<file path="src/rtl/stack_pkg.sv">
package stack_pkg;
  typedef enum logic [1:0] {
    OP_PUSH = 2'd0,
    OP_POP  = 2'd1,
    OP_CALL = 2'd2,
    OP_RET  = 2'd3
  } stk_op_e;

  typedef enum logic [1:0] {
    ST_IDLE = 2'd0,
    ST_MEM  = 2'd1,
    ST_DONE = 2'd2
  } stk_state_e;

  function automatic logic op_is_write(stk_op_e op);
    return (op == OP_PUSH) || (op == OP_CALL);
  endfunction

  function automatic logic op_to_pc(stk_op_e op);
    return (op == OP_CALL) || (op == OP_RET);
  endfunction
endpackage

</file>
<file path="src/rtl/stack_addr_gen.sv">
module stack_addr_gen
  import stack_pkg::*;
#(
  parameter int ADDR_W = 32,
  parameter int STEP   = 4
) (
  input  logic [ADDR_W-1:0] sp_i,
  input  stk_op_e           op_i,
  output logic [ADDR_W-1:0] addr_o,
  output logic [ADDR_W-1:0] sp_next_o,
  output logic              fault_o
);
  localparam logic [ADDR_W-1:0] STEP_V = ADDR_W'(STEP);

  logic [ADDR_W-1:0] dec_w, inc_w;
  assign dec_w = sp_i - STEP_V;
  assign inc_w = sp_i + STEP_V;

  always_comb begin
    if (op_is_write(op_i)) begin
      // pre-decrement: slot below the current top
      addr_o    = dec_w;
      sp_next_o = dec_w;
      fault_o   = (sp_i < STEP_V);
    end else begin
      addr_o    = sp_i;
      sp_next_o = inc_w;
      fault_o   = 1'b0;
    end
  end
endmodule

</file>
<file path="src/rtl/stack_fsm.sv">
module stack_fsm
  import stack_pkg::*;
(
  input  logic       clk_i,
  input  logic       rst_ni,
  input  logic       start_i,
  input  logic       fault_i,
  input  logic       mem_ack_i,
  output logic       ready_o,
  output logic       mem_req_o,
  output logic       done_o,
  output logic       accept_o,
  output logic       commit_o
);
  stk_state_e state_q, state_d;

  assign ready_o   = (state_q == ST_IDLE);
  assign mem_req_o = (state_q == ST_MEM);
  assign done_o    = (state_q == ST_DONE);
  assign accept_o  = ready_o && start_i;
  assign commit_o  = mem_req_o && mem_ack_i;

  always_comb begin
    state_d = state_q;
    unique case (state_q)
      ST_IDLE: if (start_i) state_d = fault_i ? ST_DONE : ST_MEM;
      ST_MEM:  if (mem_ack_i) state_d = ST_DONE;
      ST_DONE: state_d = ST_IDLE;
      default: state_d = ST_IDLE;
    endcase
  end

  always_ff @(posedge clk_i or negedge rst_ni) begin
    if (!rst_ni) state_q <= ST_IDLE;
    else         state_q <= state_d;
  end
endmodule

</file>
<file path="src/rtl/stack_unit.sv">
module stack_unit
  import stack_pkg::*;
#(
  parameter int          DATA_W      = 32,
  parameter int          ADDR_W      = 32,
  parameter int          REG_IDX_W   = 5,
  parameter int          INSTR_BYTES = 4,
  parameter logic [31:0] SP_RESET    = 32'h0000_0400
) (
  input  logic                 clk_i,
  input  logic                 rst_ni,
  input  logic                 op_valid_i,
  input  logic [1:0]           op_i,
  input  logic [DATA_W-1:0]    reg_data_i,
  input  logic [REG_IDX_W-1:0] dst_idx_i,
  input  logic [ADDR_W-1:0]    pc_i,
  input  logic [ADDR_W-1:0]    target_i,
  output logic                 ready_o,
  output logic [ADDR_W-1:0]    sp_o,
  output logic                 mem_req_o,
  output logic                 mem_we_o,
  output logic [ADDR_W-1:0]    mem_addr_o,
  output logic [DATA_W-1:0]    mem_wdata_o,
  input  logic                 mem_ack_i,
  input  logic [DATA_W-1:0]    mem_rdata_i,
  output logic                 done_o,
  output logic                 fault_o,
  output logic                 rf_we_o,
  output logic [REG_IDX_W-1:0] rf_waddr_o,
  output logic [DATA_W-1:0]    rf_wdata_o,
  output logic                 pc_we_o,
  output logic [ADDR_W-1:0]    pc_next_o
);
  localparam int STEP = DATA_W / 8;
  localparam logic [ADDR_W-1:0] RET_OFS = ADDR_W'(INSTR_BYTES);

  stk_op_e             op_w, op_q;
  logic [ADDR_W-1:0]   sp_q, addr_w, sp_next_w, addr_q, sp_next_q, tgt_q;
  logic [DATA_W-1:0]   wdata_q, rdata_q;
  logic [REG_IDX_W-1:0] dst_q;
  logic                fault_w, fault_q, accept_w, commit_w;

  assign op_w = stk_op_e'(op_i);

  stack_addr_gen #(.ADDR_W(ADDR_W), .STEP(STEP)) u_addr (
    .sp_i      (sp_q),
    .op_i      (op_w),
    .addr_o    (addr_w),
    .sp_next_o (sp_next_w),
    .fault_o   (fault_w)
  );

  stack_fsm u_fsm (
    .clk_i     (clk_i),
    .rst_ni    (rst_ni),
    .start_i   (op_valid_i),
    .fault_i   (fault_w),
    .mem_ack_i (mem_ack_i),
    .ready_o   (ready_o),
    .mem_req_o (mem_req_o),
    .done_o    (done_o),
    .accept_o  (accept_w),
    .commit_o  (commit_w)
  );

  // operation latch, taken only when idle
  always_ff @(posedge clk_i or negedge rst_ni) begin
    if (!rst_ni) begin
      op_q      <= OP_PUSH;
      addr_q    <= '0;
      sp_next_q <= '0;
      tgt_q     <= '0;
      wdata_q   <= '0;
      dst_q     <= '0;
      fault_q   <= 1'b0;
    end else if (accept_w) begin
      op_q      <= op_w;
      addr_q    <= addr_w;
      sp_next_q <= sp_next_w;
      tgt_q     <= target_i;
      dst_q     <= dst_idx_i;
      fault_q   <= fault_w;
      wdata_q   <= (op_w == OP_CALL) ? DATA_W'(pc_i + RET_OFS) : reg_data_i;
    end
  end

  // sp and read data commit on the acknowledge
  always_ff @(posedge clk_i or negedge rst_ni) begin
    if (!rst_ni) begin
      sp_q    <= ADDR_W'(SP_RESET);
      rdata_q <= '0;
    end else if (commit_w) begin
      sp_q    <= sp_next_q;
      rdata_q <= mem_rdata_i;
    end
  end

  assign sp_o        = sp_q;
  assign mem_we_o    = mem_req_o && op_is_write(op_q);
  assign mem_addr_o  = addr_q;
  assign mem_wdata_o = wdata_q;

  logic ok_w;
  assign ok_w       = done_o && !fault_q;
  assign fault_o    = done_o && fault_q;
  assign rf_we_o    = ok_w && (op_q == OP_POP);
  assign rf_waddr_o = dst_q;
  assign rf_wdata_o = rdata_q;
  assign pc_we_o    = ok_w && op_to_pc(op_q);
  assign pc_next_o  = (op_q == OP_CALL) ? tgt_q : ADDR_W'(rdata_q);
endmodule

</file>
<file path="config.mk">
export PLATFORM = sky130hd
export DESIGN_NAME = stack_unit
export DESIGN_NICKNAME = d
export VERILOG_FILES = /design/src/rtl/stack_pkg.sv /design/src/rtl/stack_addr_gen.sv /design/src/rtl/stack_fsm.sv /design/src/rtl/stack_unit.sv
export SDC_FILE = /design/constraint.sdc
export NUM_CORES = 1
export LEC_CHECK = 0
export BUFFER_PORTS_ARGS = -buffer_cell sky130_fd_sc_hd__clkbuf_2
export CAP_MARGIN = 20
export CORE_ASPECT_RATIO = 0.7
export CORE_MARGIN = 2
export CORE_UTILIZATION = 50
export DETAILED_ROUTE_END_ITERATION = 8
export GPL_ROUTABILITY_DRIVEN = 0
export PLACE_DENSITY = 0.78
export SETUP_SLACK_MARGIN = 0.3
export SYNTH_ARGS = -nofsm -noshare
export SYNTH_HDL_FRONTEND = slang
export SYNTH_SLANG_ARGS = --single-unit
</file>
<file path="constraint.sdc">
create_clock -name clk_i -period 3.1 [get_ports clk_i]
set_clock_uncertainty 0.05 [all_clocks]
set_input_delay 0.31 -clock clk_i [delete_from_list [all_inputs] [get_ports clk_i]]
set_output_delay 0.31 -clock clk_i [all_outputs]
set_load 0.05 [all_outputs]
</file>
### Word-level counts from Yosys, hierarchy flattened

Index checks and enable logic that the tools add are counted.

* add/sub/neg operators: 3
* reduce and logical (&&, ||, !) cells: 15
* equal/unequal tests: 8
* mux-type cells: 9
* order comparisons: 1

Operators by type and width (count)
* two-way mux 32 bit: 4
* adder 32 x 3 -> 32 bit, second input constant: 2
* less-than comparator 32 x 3 -> 1 bit, second input constant: 1
* subtractor 32 x 3 -> 32 bit, second input constant: 1
* == test 2 bit, second input constant: 4
* logical AND 1 bit: 7
* zero test 2 bit: 3
* two-way mux 2 bit: 3
* == test 2 x 1 -> 1 bit, second input constant: 2
* case mux 2 bit (2 select lines): 1
* logical OR 1 bit: 3
* != test 2 x 1 -> 1 bit, second input constant: 1
* != test 2 bit, second input constant: 1
* AND reduction 2 bit: 1
* zero test 1 bit: 1
* two-way mux 1 bit: 1

* flip-flop bits (word level): 202
* input bits: 139
* output and inout bits: 172
* word-level logic and storage cells: 46

### Logic depth before layout (Yosys ltp)

Gate-level depths: netlist (run 1).

* word-level depth: 6
* mapped depth: 10
* depth with buffers taken out: 7

### By module

From an unflattened synthesis (run 1), not the netlist that was laid out.

* cells, all modules: 854
* area total of the unflattened synthesis: 10132.2 µm²

By module, submodules not included
* stack_unit: sequential area each 5006.1 µm², area an instance 8669.6 µm², times used 1, cells each 639
* stack_addr_gen: sequential area each 0.0 µm², area an instance 1355.0 µm², times used 1, cells each 204
* stack_fsm: sequential area each 50.0 µm², area an instance 107.6 µm², times used 1, cells each 11

### Worst setup path after synthesis (run 1)

OpenSTA, ideal clock, no wires.

* path type: register -> register
* start point: register sp_q[3], in the netlist sp_o[3]
* end point: register sp_next_q[16]
* buffers on the path: 3
* period minus slack after synthesis: 2613 ps
* setup time: 133 ps
* slack: 487 ps
* cell stages (with the launch flop): 11
* arrival: 2429 ps
* data required time: 2917 ps
* cell sequence: dfrtp_1 -> clkbuf_1 -> inv_1 -> ha_1 -> clkbuf_1 -> nor2b_1 -> clkbuf_1 -> nand4_1 -> o32ai_1 -> xnor2_1 -> o21ai_0

* word-level cells in the longest chain between the ends: 2
* elaborated cells between the ends (all ways): 3
* those cells by class: add/sub (2); mux (1)

RTL lines
* from (decl): line stack_unit.sv:38 `logic [ADDR_W-1:0] sp_q, addr_w, sp_next_w, addr_q, sp_next_q, tgt_q;`
* from (signal assigned): line stack_unit.sv:90 `sp_q <= ADDR_W'(SP_RESET);`
* from (signal assigned): line stack_unit.sv:93 `sp_q <= sp_next_q;`
* adder 32 x 3 -> 32 bit / subtractor 32 x 3 -> 32 bit (equally long branches): line stack_addr_gen.sv:17, stack_addr_gen.sv:16
* two-way mux 32 bit (*): line stack_addr_gen.sv:20 `if (op_is_write(op_i)) begin`
* to (signal assigned): line stack_unit.sv:79 `sp_next_q <= sp_next_w;`
* to (decl): line stack_unit.sv:38

Every way passes the cells marked *; elsewhere a longest branch is shown, timed or not.
A chain may end at the register's enable or synchronous reset.

### Final worst setup path (run 1)

* start point: register sp_q[9], in the netlist sp_o[9]
* end point: register sp_next_q[31]

The elaborated chain is that of the path after synthesis.

==> results of run 1 <==
[metrics by stage]
| stage | area [µm²] | power (mW) |
|---|---|---|
| after floorplan | 10300 | 11.3 |
| after global placement | 12000 | 13.3 |
| after detailed placement | 12000 | 13.5 |
| after CTS | 12700 | 15.8 |
| after global routing | 12700 | 16.6 |
| final | 12700 | 15.8 |
[power by group]
part           switching, mW  internal (mW)  total [mW]  leakage, nW
logic                   6.41           2.31        8.72         3.41
clock network           1.04           1.18        2.22        0.286
registers               1.08           3.74        4.82         2.53
[path summary, 6_finish.rpt]
kind | cells after the start | slack (ns) | to | from
max | 5 | 0.50 | sp_next_q[31] | sp_o[9]
min | 3 | 0.02 | tgt_q[20] | target_i[20]
max reg2reg | 5 | 0.50 | sp_next_q[31] | sp_o[9]
min reg2reg | 2 | 0.43 | tgt_q[17] | tgt_q[17]
max in group asynchronous | 3 | 1.76 | sp_next_q[31] | rst_ni
min in group asynchronous | 2 | 0.39 | mem_addr_o[3] | rst_ni
[layout make-up]
class	instances	area (µm²)
clock inverter	13	144
sequential	200	5010
tap	270	338
inverter	9	33.8
timing repair buffer	331	1760
clock buffer	19	453
fill	1722	7350
multi-input combinational	783	4930
[worst max-delay path, delay by kind of cell, from the launching register on]
kind / cells / cell delay (ns)
AOI/OAI and AO/OA: 2 / 0.29
and+or+nand+nor: 3 / 1.58
DFF: 1 / 0.53
[state kept, by name, summed over array words and instances, names as in the netlist]
name,count
fault_q,1
mem_addr_o,32
mem_wdata_o,32
op_q,2
rf_waddr_o,5
rf_wdata_o,32
sp_next_q,30
sp_o,32
tgt_q,32
u_fsm.state_q,2
[cell families after synthesis]
family / count (synthesis) / synth area share [%]
DFF: 200 / 48.6
buffers and inverters: 94 / 3.67
adders and majority gates: 5 / 0.608
and+or+nand+nor: 471 / 22.4
muxes: 109 / 11.8
AOI/OAI and AO/OA: 140 / 7.99
xor gates and xnor gates: 58 / 4.94
[layout by cell type, fill, tap and decap left out, types with 4 or more instances in the layout]
cell type	synthesis	final
mux2_2	97	97
a211o_1	4	4
inv_1	9	9
and3_1	22	22
clkbuf_2	0	309
o21ai_0	78	78
a31o_2	4	4
nor2_1	40	40
nand3_1	45	45
or4_1	9	9
or3_1	4	4
a21oi_1	21	21
buf_4	4	16
xor2_1	29	29
clkbuf_16	0	17
o21ai_1	4	4
clkinv_4	0	5
a31oi_1	4	4
nor3_1	26	26
xnor2_1	29	29
nand4_1	33	33
nand4b_1	4	4
dfrtp_1	199	199
nor4_1	11	11
ha_1	5	5
and4_1	12	12
nand2_1	237	235
mux2i_1	12	12
and2_1	4	4
[per-layer routing]
metal,share of wire [%],vias up
met4,1.6,0
li1,-,4287
met5,0,-
met2,46,356
met3,7.1,41
met1,46,4510
[timing repair]
item                                   in CTS  in global routing
hold buffers                                2                  0
endpoints found under the hold margin      72                  0
resized for setup                           0                  0
==> impl_metrics.py, run 1 <==
metrics = {
    "finish": {
        "finalNetCount": 1486,
        "final_cells": 1625,
        "insertedDiodeCount": 0,
        "final_layout_size_suffix_gt1_share_pct": 35.2,
        "fin_util_pct": 63.3,
        "layout-area-overhead-vs-synth_pct": 23.1,
    },
    "clock_network": {
        "clock_h_tree_levels": 4,
        "clockRootBuffer": "clkbuf_16",
        "cts.reportedPaths.clkPinSlew_ns": 0.07,
        "cts_setup_buffers": 0,
        "tritoncts": "built",
        "clock_insertion_delay_worst_skew_ns": 0.43,
        "tritoncts.num_buffers": 17,
        "numClockSinks": 200,
        "clockBufferDepth": 2,
    },
    "yosys": {
        "mappedNetlistNets": 1221,
        "synth_top_cells_by_count": "237 x nand2_1, 199 x dfrtp_1, 97 x mux2_2",
        "seq_area_frac_synth_pct": 48.6,
        "netlist_area_um2": 10300,
        "synth_top_area_share_pct": 48.4,
        "post_synth_main_area_contributors": "dfrtp_1 48%, mux2_2 11%, nand2_1 8.6%",
        "yosys_warnings": 0,
        "synthCells": 1077,
        "yosysUniqueCellTypes": 58,
        "post-synth-top-area-cell": "dfrtp_1",
        "synthArstFlopShare_pct": 100,
        "post_synth.cell_area_avg_um2": 9.56,
        "number_of_enable_type_register_cells_in_the_synthesized_netlist": 0,
        "top_count_cell_post_synth": "nand2_1",
        "synth_top_flop_cell": "dfrtp_1",
        "number_of_synthesized_register_bits": 200,
    },
    "timing": {
        "fin_worst_hold_slack_ns": 0.0164,
        "finalHoldViolations": 0,
        "worst_slack_ns": 0.502,
        "timing.final.crit_period_ns": 2.60,
        "report.final.slew_viol_count": 0,
        "rsz_0062_raised_after_global_routing": "no",
        "final_cycle_utilization_of_the_critical_path_pct": 83.8,
        "maxClockFrequency_mhz": 385,
        "setup_violations": 0,
        "finalSetupTns_ns": 0,
        "worst-slew-pin-transition_ns": 0.934,
        "timing.slew.headroom_pct": 37.6,
    },
    "global_route": {
        "grt_most_used_layer": "met2",
        "grt_antenna_before_repair": 0,
        "grt_first_pass_wirelength_um": 46300,
        "grt_util_met2_pct": 40.8,
        "grt.met3_usage_pct": 5.77,
        "largest_net_degree_at_the_start_of_global_routing": 75,
        "grt.total_usage_pct": 27.1,
        "grtUsageMet1_pct": 39.9,
        "grt-ovfl-total": 0,
        "first_global_vias": 8677,
    },
    "critical_path": {
        "worstPathRequired_ns": 3.35,
        "cpPeakStageDelay_ns": 0.69,
        "critical_path.cell_chain": "or4_1 -> nor4_2 -> nand4_1 -> o2111ai_1 -> o211ai_1",
        "setup.worst_path.start_class": "flip-flop",
        "worst_setup_path_end_kind": "flip-flop",
        "slowest_stage": "or4_1",
        "cp_data_arrival_time_ns": 2.84,
        "worstPathMaxFanout": 13,
        "criticalPathCategory": "flip-flop to flip-flop",
    },
    "die": {
        "die_span_x_um": 175,
        "design.portCount": 311,
        "die_area_um2": 21800,
        "design.core.area_um2": 20000,
        "die_h_um": 124,
        "initial_core_util_pct": 51.4,
        "rows": 43,
    },
    "power_and_ir_drop": {
        "ir_drop_uv": 708,
        "p_leak_nw": 6.23,
        "power_per_cell_area_nw_per_um2": 1240,
    },
    "worst_hold_path": {
        "hold_path.class": "primary input to flip-flop",
    },
    "place": {
        "placed_cells": 1591,
        "dp_worst_setup_slack_ns": 0.586,
        "io_buffer_count": 310,
        "dp_hpwl_um": 21400,
    },
    "route": {
        "drt_first_pass_iters": 6,
        "drt.antenna.violating_nets": 0,
        "avgRoutedWirePerCell_um": 18.1,
        "vias_per_cell": 5.66,
        "drtIter0Drc": 762,
        "drc_errors": 0,
        "routed_wl_um": 29500,
        "detailroute.via_count": 9194,
    },
    "outcome": {
        "status": "complete, no violations",
    },
    "run": {
        "max_cap_violations": 0,
    },
}
Note: power is estimated with default switching activity, not from simulation.
==> run 2: changes to the inputs <==
--- a/config.mk
+++ b/config.mk
@@ -9,10 +9,10 @@
 export CAP_MARGIN = 20
 export CORE_ASPECT_RATIO = 0.7
 export CORE_MARGIN = 2
-export CORE_UTILIZATION = 50
+export CORE_UTILIZATION = 47
 export DETAILED_ROUTE_END_ITERATION = 8
 export GPL_ROUTABILITY_DRIVEN = 0
-export PLACE_DENSITY = 0.78
+export PLACE_DENSITY = 0.77
 export SETUP_SLACK_MARGIN = 0.3
 export SYNTH_ARGS = -nofsm -noshare
 export SYNTH_HDL_FRONTEND = slang
==> constraint.sdc (replaced) <==
create_clock -name clk_i -period 2.3 [get_ports clk_i]
set_clock_uncertainty 0.05 [all_clocks]
set_input_delay 0.23 -clock clk_i [delete_from_list [all_inputs] [get_ports clk_i]]
set_output_delay 0.23 -clock clk_i [all_outputs]
set_load 0.05 [all_outputs]
==> impl_metrics.py, run 2 (synthesis gave the netlist of run 1 again) <==
metrics = {
    "outcome": {
        "status": "finished with violations",
        "failing_checks": "negative setup slack",
    },
    "global_route": {
        "grt.total_usage_pct": 31.1,
        "grt-ovfl-total": 0,
        "largest_net_degree_at_the_start_of_global_routing": 78,
        "first_global_vias": 10266,
        "grt_antenna_before_repair": 1,
        "grt_first_pass_wirelength_um": 56400,
    },
    "critical_path": {
        "cpPeakStageDelay_ns": 0.62,
        "setup.worst_path.start_class": "flip-flop",
        "worstPathMaxFanout": 5,
        "criticalPathCategory": "flip-flop to flip-flop",
        "slowest_stage": "or4b_4",
        "worst_setup_path_end_kind": "flip-flop",
        "cp_data_arrival_time_ns": 2.57,
        "cpLargestDelayFamily": "simple AND/OR/NAND/NOR gates",
        "worst_path_buffer_plus_inverter_count": 0,
        "critical_path.cell_chain": "or4_4 -> or4b_4 -> nor4_4 -> xnor2_1 -> o21ai_1",
        "worstPathRequired_ns": 2.56,
    },
    "finish": {
        "fin_util_pct": 70.4,
        "final_layout_size_suffix_gt1_share_pct": 41.6,
        "final_cells": 1797,
        "layout-area-overhead-vs-synth_pct": 47.6,
        "post-route-cell-area_um2": 15200,
        "most_common_library_cell_in_the_layout_ignoring_fill_and_taps": "clkbuf_2",
        "finalNetCount": 1645,
        "most-common-layout-cells": "274 x clkbuf_2, 234 x nand2_1, 179 x dfrtp_1",
    },
    "clock_network": {
        "clock_h_tree_levels": 4,
        "numClockSinks": 200,
        "tritoncts": "built",
        "clock_insertion_delay_worst_skew_ns": 0.45,
        "cts.reportedPaths.clkPinSlew_ns": 0.08,
        "tritoncts.num_buffers": 17,
        "clockRootBuffer": "clkbuf_16",
        "clockBufferDepth": 2,
    },
    "place": {
        "io_buffer_count": 310,
        "placed_cells": 1651,
        "post_dp_cell_area_um2": 12700,
        "dp_hpwl_um": 21500,
    },
    "power_and_ir_drop": {
        "p_leak_nw": 7.32,
        "power_per_cell_area_nw_per_um2": 1670,
        "p_total_mw": 25.4,
        "ir_drop_uv": 913,
    },
    "die": {
        "initial_core_util_pct": 47.7,
        "design.core.area_um2": 21600,
        "rows": 45,
        "design.portCount": 311,
        "die_span_x_um": 181,
        "die_h_um": 128,
        "die_area_um2": 23100,
    },
    "timing": {
        "maxClockFrequency_mhz": 434,
        "worst_slack_ns": -0.00567,
        "report.final.slew_viol_count": 0,
        "finalHoldViolations": 0,
        "setup_violations": 1,
        "rsz_0062_raised_after_global_routing": "yes",
        "timing.final.crit_period_ns": 2.31,
        "final_cycle_utilization_of_the_critical_path_pct": 100,
        "finalSetupTns_ns": -0.00567,
        "worst-slew-pin-transition_ns": 0.543,
        "timing.slew.headroom_pct": 63.8,
    },
    "route": {
        "routed_wl_um": 38300,
        "drt.antenna.violating_nets": 0,
        "drt_first_pass_iters": 6,
        "vias_per_cell": 5.94,
        "drc_errors": 0,
        "drtIter0Drc": 1075,
        "avgRoutedWirePerCell_um": 21.3,
        "detailroute.via_count": 10676,
    },
    "worst_hold_path": {
        "hold_path.class": "primary input to flip-flop",
    },
    "run": {
        "max_cap_violations": 0,
    },
}
==> run 2: cell count changes in the layout (fill, tap and decap cells not counted), moves of 28 or more <==
cell / change
buf_4: +55
buf_8: +28
clkbuf_2: -35
dlygate4sd3_1: +81
mux2_2: -33
mux2_4: +33
==> run 2: worst paths after layout <==
| kind | end | cells after the start | slack [ns] | startpoint |
|---|---|---|---|---|
| max in group asynchronous | sp_o[3] | 3 | 1.18 | rst_ni |
| worst max register to register | mem_addr_o[23] | 5 | -0.006 | sp_o[9] |
| worst min-delay path | mem_wdata_o[6] | 3 | 0.02 | reg_data_i[6] |
| worst max-delay path | mem_addr_o[23] | 5 | -0.006 | sp_o[9] |
| min in group asynchronous | rf_wdata_o[15] | 2 | 0.26 | rst_ni |
| worst min register to register | rf_waddr_o[4] | 2 | 0.43 | rf_waddr_o[4] |
==> run 2: cell type report <==
class                   instances  area (µm²)
fillers                      1437        6380
multi-input cells             783        5420
flip-flops and latches        200        5030
repair buffers                490        3730
clock buffers                  17         425
well taps                     282         353
clock inverters                15         190
inverters                       9        36.3
diodes                          1        2.50
==> run 2: power breakdown <==
part           total [mW]  switching, mW  internal, mW  leakage, nW
combinational        15.9           10.4          5.51         4.51
sequential           6.27           1.20          5.06         2.51
clock                3.20           1.61          1.59        0.303
total                25.4           13.2          12.2         7.32
==> run 2: repair_timing <==
| item | CTS | global route |
|---|---|---|
| hold buffers | 83 | 0 |
| pin swaps | 20 | 32 |
| gates resized for setup | 129 | 85 |
| endpoints found under the hold margin | 134 | 0 |
| setup endpoints to repair | 69 | 79 |
| gates cloned | 3 | 0 |
| buffers inserted | 19 | 8 |
==> run 2: metal layers <==
metal  up-vias  routed length [µm]  global-route usage (%)
li1       4605                   -                       -
met1      5124               15000                    40.1
met2       746               17800                    49.5
met3       201                3200                    6.56
met4         0                2300                    17.1
met5         -                   0                       0
==> run 2: tightest hold or removal path, delay by kind of cell <==
family                 cells  cell delay, ns
AOI/OAI and AO/OA          2            0.17
buffers and inverters      1            0.08
==> run 2: per-stage QoR <==
step | setup WS [ns] | hold slack (ns)
6_report | -0.00567 | 0.0204
5_1_grt | -0.0538 | 0.0390
4_1_cts | 0.0949 | 0.00791
3_5_place_dp | 0.0135 | 0.200
3_3_place_gp | 0.0364 | 0.201
2_1_floorplan | -0.0728 | -0.116
